==> config.mk <==
export PLATFORM = sky130hd
export DESIGN_NAME = i2c_rdmem_target
export DESIGN_NICKNAME = d
export VERILOG_FILES = /design/src/rtl/i2c_rdm_pkg.sv /design/src/rtl/i2c_rdm_cond.sv /design/src/rtl/i2c_rdm_ptr.sv /design/src/rtl/i2c_rdm_ctrl.sv /design/src/rtl/i2c_rdmem_target.sv
export SDC_FILE = /design/constraint.sdc
export NUM_CORES = 1
export LEC_CHECK = 0
export CAP_MARGIN = 20
export CORE_ASPECT_RATIO = 1.75
export CORE_MARGIN = 2
export CORE_UTILIZATION = 40
export CTS_CLUSTER_SIZE = 14
export DETAILED_ROUTE_END_ITERATION = 7
export GPL_TIMING_DRIVEN = 0
export PLACE_DENSITY = 0.6
export SLEW_MARGIN = 25
export SYNTH_ARGS = -nofsm -noshare
export SYNTH_HDL_FRONTEND = slang
export SYNTH_HIERARCHICAL = 1
export SYNTH_SLANG_ARGS = --single-unit
==> constraint.sdc <==
create_clock -name clk -period 2.3 [get_ports clk]
set_input_delay 0.345 -clock clk [delete_from_list [all_inputs] [get_ports clk]]
set_output_delay 0.345 -clock clk [all_outputs]
set_load 0.05 [all_outputs]
==> src/rtl/i2c_rdm_pkg.sv <==
package i2c_rdm_pkg;

   localparam int BYTE_BITS = 8;

   typedef enum logic [3:0] {
      ST_IDLE,
      ST_DEV,
      ST_DEV_ACK_R,
      ST_DEV_ACK_W,
      ST_WADDR,
      ST_WADDR_ACK,
      ST_TX,
      ST_TX_MACK,
      ST_TX_LOAD,
      ST_IGNORE
   } rdm_state_e;

endpackage

==> src/rtl/i2c_rdm_cond.sv <==
// Bus edge and condition detector on already-synchronized lines.
module i2c_rdm_cond (
   input  logic clk,
   input  logic rst_n,
   input  logic scl_i,
   input  logic sda_i,
   output logic scl_rise,
   output logic scl_fall,
   output logic start_det,
   output logic stop_det
);

   logic scl_q;
   logic sda_q;

   always_ff @(posedge clk or negedge rst_n) begin
      if (!rst_n) begin
         scl_q <= 1'b1;
         sda_q <= 1'b1;
      end else begin
         scl_q <= scl_i;
         sda_q <= sda_i;
      end
   end

   assign scl_rise  = !scl_q && scl_i;
   assign scl_fall  = scl_q && !scl_i;
   // SDA moving while SCL stays high marks a bus condition
   assign start_det = scl_q && scl_i && sda_q && !sda_i;
   assign stop_det  = scl_q && scl_i && !sda_q && sda_i;

endmodule

==> src/rtl/i2c_rdm_ptr.sv <==
// Persistent byte pointer; the wrap logic is chosen by depth.
module i2c_rdm_ptr #(
   parameter  int MEM_DEPTH = 256,
   localparam int ADDR_W    = $clog2(MEM_DEPTH),
   localparam bit IS_POW2   = ((1 << ADDR_W) == MEM_DEPTH)
) (
   input  logic              clk,
   input  logic              rst_n,
   input  logic              load,
   input  logic [7:0]        load_byte,
   input  logic              inc,
   output logic [ADDR_W-1:0] ptr
);

   logic [ADDR_W-1:0] nxt_inc;
   logic [ADDR_W-1:0] ld_val;

   generate
      if (IS_POW2) begin : g_pow2
         assign nxt_inc = ptr + 1'b1;
         assign ld_val  = load_byte[ADDR_W-1:0];
      end else begin : g_cmp
         localparam logic [ADDR_W-1:0] TOP = ADDR_W'(MEM_DEPTH - 1);
         assign nxt_inc = (ptr == TOP) ? '0 : ptr + 1'b1;
         assign ld_val  = (load_byte >= 8'(MEM_DEPTH)) ? '0 : load_byte[ADDR_W-1:0];
      end
   endgenerate

   always_ff @(posedge clk or negedge rst_n) begin
      if (!rst_n)    ptr <= '0;
      else if (load) ptr <= ld_val;
      else if (inc)  ptr <= nxt_inc;
   end

endmodule

==> src/rtl/i2c_rdm_ctrl.sv <==
// Byte-level protocol sequencer: address match, ack, shift-out, fetch.
module i2c_rdm_ctrl
   import i2c_rdm_pkg::*;
#(
   parameter logic [6:0] DEV_ADDR = 7'h50
) (
   input  logic       clk,
   input  logic       rst_n,
   input  logic       sda_i,
   input  logic       scl_rise,
   input  logic       scl_fall,
   input  logic       start_det,
   input  logic       stop_det,
   input  logic [7:0] mem_rdata,
   output logic       sda_oe,
   output logic       mem_rd_en,
   output logic       ptr_load,
   output logic [7:0] ptr_byte,
   output logic       ptr_inc,
   output logic       ignore_st
);

   localparam logic [3:0] LAST_BIT = 4'(BYTE_BITS);

   rdm_state_e state;
   logic [3:0] cnt;
   logic [7:0] sh;
   logic [7:0] tx;
   logic       rd_q;
   logic       cap_q;

   assign mem_rd_en = rd_q;
   assign ptr_byte  = sh;
   assign ptr_load  = (state == ST_WADDR) && scl_fall && (cnt == LAST_BIT);
   assign ptr_inc   = (state == ST_TX_MACK) && scl_rise;
   assign ignore_st = (state == ST_IGNORE);

   always_ff @(posedge clk or negedge rst_n) begin
      if (!rst_n) begin
         state  <= ST_IDLE;
         cnt    <= '0;
         sh     <= '0;
         tx     <= '0;
         sda_oe <= 1'b0;
         rd_q   <= 1'b0;
         cap_q  <= 1'b0;
      end else begin
         rd_q  <= 1'b0;
         cap_q <= rd_q;
         if (cap_q) tx <= mem_rdata;
         if (start_det) begin
            state  <= ST_DEV;
            cnt    <= '0;
            sda_oe <= 1'b0;
         end else if (stop_det) begin
            state  <= ST_IDLE;
            sda_oe <= 1'b0;
         end else begin
            case (state)
               ST_DEV: begin
                  if (scl_rise) begin
                     sh  <= {sh[6:0], sda_i};
                     cnt <= cnt + 4'd1;
                  end else if (scl_fall && cnt == LAST_BIT) begin
                     cnt <= '0;
                     if (sh[7:1] == DEV_ADDR) begin
                        sda_oe <= 1'b1;
                        if (sh[0]) begin
                           state <= ST_DEV_ACK_R;
                           rd_q  <= 1'b1;
                        end else begin
                           state <= ST_DEV_ACK_W;
                        end
                     end else begin
                        state <= ST_IGNORE;
                     end
                  end
               end
               ST_DEV_ACK_W: begin
                  if (scl_fall) begin
                     sda_oe <= 1'b0;
                     state  <= ST_WADDR;
                  end
               end
               ST_WADDR: begin
                  if (scl_rise) begin
                     sh  <= {sh[6:0], sda_i};
                     cnt <= cnt + 4'd1;
                  end else if (scl_fall && cnt == LAST_BIT) begin
                     cnt    <= '0;
                     sda_oe <= 1'b1;
                     state  <= ST_WADDR_ACK;
                  end
               end
               ST_WADDR_ACK: begin
                  if (scl_fall) begin
                     sda_oe <= 1'b0;
                     state  <= ST_IGNORE;
                  end
               end
               ST_DEV_ACK_R, ST_TX_LOAD: begin
                  if (scl_fall) begin
                     sda_oe <= ~tx[7];
                     sh     <= {tx[6:0], 1'b0};
                     cnt    <= '0;
                     state  <= ST_TX;
                  end
               end
               ST_TX: begin
                  if (scl_rise) begin
                     cnt <= cnt + 4'd1;
                  end else if (scl_fall) begin
                     if (cnt == LAST_BIT) begin
                        sda_oe <= 1'b0;
                        state  <= ST_TX_MACK;
                     end else begin
                        sda_oe <= ~sh[7];
                        sh     <= {sh[6:0], 1'b0};
                     end
                  end
               end
               ST_TX_MACK: begin
                  if (scl_rise) begin
                     if (!sda_i) begin
                        rd_q  <= 1'b1;
                        state <= ST_TX_LOAD;
                     end else begin
                        state <= ST_IGNORE;
                     end
                  end
               end
               default: ;
            endcase
         end
      end
   end

endmodule

==> src/rtl/i2c_rdmem_target.sv <==
module i2c_rdmem_target #(
   parameter  int         MEM_DEPTH = 256,
   parameter  logic [6:0] DEV_ADDR  = 7'h50,
   localparam int         ADDR_W    = $clog2(MEM_DEPTH)
) (
   input  logic              clk,
   input  logic              rst_n,
   input  logic              scl_i,
   input  logic              sda_i,
   output logic              sda_oe,
   output logic              mem_rd_en,
   output logic [ADDR_W-1:0] mem_addr,
   input  logic [7:0]        mem_rdata
);

   generate
      if (MEM_DEPTH < 2 || MEM_DEPTH > 256) begin : g_bad_depth
         $error("MEM_DEPTH must lie in 2..256 to fit a one-byte address");
      end
   endgenerate

   logic              scl_rise;
   logic              scl_fall;
   logic              start_det;
   logic              stop_det;
   logic              ptr_load;
   logic              ptr_inc;
   logic [7:0]        ptr_byte;
   logic              ignore_st;
   logic [ADDR_W-1:0] ptr_q;

   i2c_rdm_cond u_cond (
      .clk       (clk),
      .rst_n     (rst_n),
      .scl_i     (scl_i),
      .sda_i     (sda_i),
      .scl_rise  (scl_rise),
      .scl_fall  (scl_fall),
      .start_det (start_det),
      .stop_det  (stop_det)
   );

   i2c_rdm_ctrl #(.DEV_ADDR(DEV_ADDR)) u_ctrl (
      .clk       (clk),
      .rst_n     (rst_n),
      .sda_i     (sda_i),
      .scl_rise  (scl_rise),
      .scl_fall  (scl_fall),
      .start_det (start_det),
      .stop_det  (stop_det),
      .mem_rdata (mem_rdata),
      .sda_oe    (sda_oe),
      .mem_rd_en (mem_rd_en),
      .ptr_load  (ptr_load),
      .ptr_byte  (ptr_byte),
      .ptr_inc   (ptr_inc),
      .ignore_st (ignore_st)
   );

   i2c_rdm_ptr #(.MEM_DEPTH(MEM_DEPTH)) u_ptr (
      .clk       (clk),
      .rst_n     (rst_n),
      .load      (ptr_load),
      .load_byte (ptr_byte),
      .inc       (ptr_inc),
      .ptr       (ptr_q)
   );

   assign mem_addr = ptr_q;

endmodule

==> metrics.txt <==
Post-Synthesis Cells=about 240; power per cell area=943 nW/um2; IO Count=22; clk_lat worst skew=0.28 ns; Clock Skews=0.00547 ns; setup bufs post-CTS=0; Worst-path clk slew=0.08 ns; IO Port Bufs=21; final setup TNS=0 ns; CTS Buffer Depth=2; CTS tree=done; H-tree depth=2; drt wl/cell=approximately 16 um; most frequent cells in the layout=dfrtp_1, nand2_1, clkdlybuf4s50_1, o21ai_0, nand3_1; Die Area=between 6000 and 7000 um2; CP Launch Type=input port; HP Class=input port to flip-flop; minimum clock period=about 2.2 ns; Setup-failing EPs final=0; gr ovfl total=0; Crit Reg-Reg Endpoint=u_ptr/ptr[2]; Final period util=between 90 and 100%; final instance area=2770 um2; syn nets=around 250; DP Wirelength=around 4400 um; non-filler instance count after layout=about 350; Area growth syn-to-layout=20.4%; number of cells on the worst hold path=1; worst slew pin tran=between 0.5 and 0.6 ns; Rows=36; vias per cell=approximately 5.7; initial core utilization=41.2%; # DRC=0; FF-to-FF setup slack=0.17 ns; layout cell share with drive strength beyond 1=19.3%; Iter 0 DRT Violations=between 50 and 60; Final Slew Violations=0; Crit Path Class=input port to flip-flop; die height=approximately 100 um; total vias in the final route=about 2,000; critical path fanouts, max=6; Req. time, crit path=2.48 ns; largest net degree at the start of global routing=22; Critical R2R Launch=u_cond/scl_q; warnings from Yosys=6; DP Cell Count=roughly 340; CP startpoint=scl_i; Final Net Count=approximately 280; Reg area=approximately 930 um2; CORE AREA=between 5000 and 6000 um2; placed cell area=2630 um2; r2r worst-path depth=7; P_leak=roughly 1.2 nW; initial antenna violation count=0; outcome=finished, final reports clean; area of the multi-input gates=between 1000 and 1500 um2; Die X=a little over 60 um; clk sink count=37; maxcap violations=0; TritonRoute pass-1 iters=4; Power Total=0.00261 W; CP endpoint kind=flip-flop; number of fill cells=575; total CTS buffers=5; Min Hold Slack=0.280 ns; Final Hold Viols=0; most common cell after layout, fill and taps aside=dfrtp_1; # diodes=0; RSZ-0062 raised after global routing=false; Routed Antenna Nets=0; hold endpoint=u_cond/sda_q; Routed WL=around 5600 um; Slew HR=65.4%; Synth Area per Inst=between 9 and 10 um2; arrival time worst endpoint=2.36 ns; GPL Wtd Cong=roughly 0.9; GRT Total Usage=about a fifth; Root Driver=clkbuf_8; number of global-route vias before repair=1,973; Max rail drop VDD=522 uV; Hold Crit Start=sda_i; first-pass GRT wire length=around 9200 um; FMAX=roughly 460 MHz; Post-Synthesis Cell Area=roughly 2300 um2
## routing by layer
layer	routed length [um]	track usage, %
met4	179	8.81
met3	169	2.36
met5	0	0
met2	3170	35.4
met1	2100	19.7
## power breakdown
part	switching, W	internal [W]	total (W)
Sequential	0.000120	0.000769	0.000889
Combinational	0.000723	0.000521	0.00124
Clock	0.000237	0.000243	0.000480
Total	0.00108	0.00153	0.00261
## state kept, by name (all words and copies together), names as in the netlist
name / cells
u_cond/scl_q: 1
u_cond/sda_q: 1
u_ctrl/cap_q: 1
u_ctrl/cnt: 4
u_ctrl/mem_rd_en: 1
u_ctrl/ptr_byte: 8
u_ctrl/sda_oe: 1
u_ctrl/state: 4
u_ctrl/tx: 8
u_ptr/ptr: 8
## critical path: stages
cell	delay, ns
clkdlybuf4s50_1	0.52
and4b_1	0.30
or2_2	0.30
buf_1	0.19
a311oi_2	0.31
nor2_1	0.15
a32o_1	0.24
## how the worst max path moves through the flow
| stage | to | slack [ns] | cells after the start |
|---|---|---|---|
| after floorplan | u_ptr/ptr[3] | 0.19 | 6 |
| after global placement | u_ptr/ptr[7] | -0.72 | 8 |
| after detailed placement | u_ptr/ptr[7] | -0.67 | 8 |
| after CTS | u_ptr/ptr[7] | 0.007 | 7 |
| after global routing | u_ptr/ptr[3] | 0.002 | 7 |
| final | u_ctrl/state[2] | 0.12 | 7 |
## what timing repair did
action | in CTS | in global routing
cloned | 0 | 0
gates resized for setup | 7 | 6
hold buffers | 1 | 0
hold endpoints to repair | 3 | 0
endpoints found under the setup margin | 12 | 12
pin swaps | 0 | 1
## layout make-up
cell class                      instances  share of cell area (%)
Clock buffer                            6                    2.98
Timing Repair Buffer                   23                    8.84
Inverter                                6                   0.812
Buffer                                 15                    3.34
Multi-Input combinational cell        181                    46.6
Clock inverter                          2                   0.496
Sequential cell                        37                    33.5
Tap cell                               76                    3.43
## through the flow
stage | setup WS, ns | util [%]
after floorplan | 0.191 | -
after global placement | -0.720 | 46.7
after detailed placement | -0.669 | 47.1
after CTS | 0.00715 | 49.4
after global routing | 0.00249 | 49.6
final | 0.117 | 49.6
Note: power is estimated with default switching activity, not from simulation.
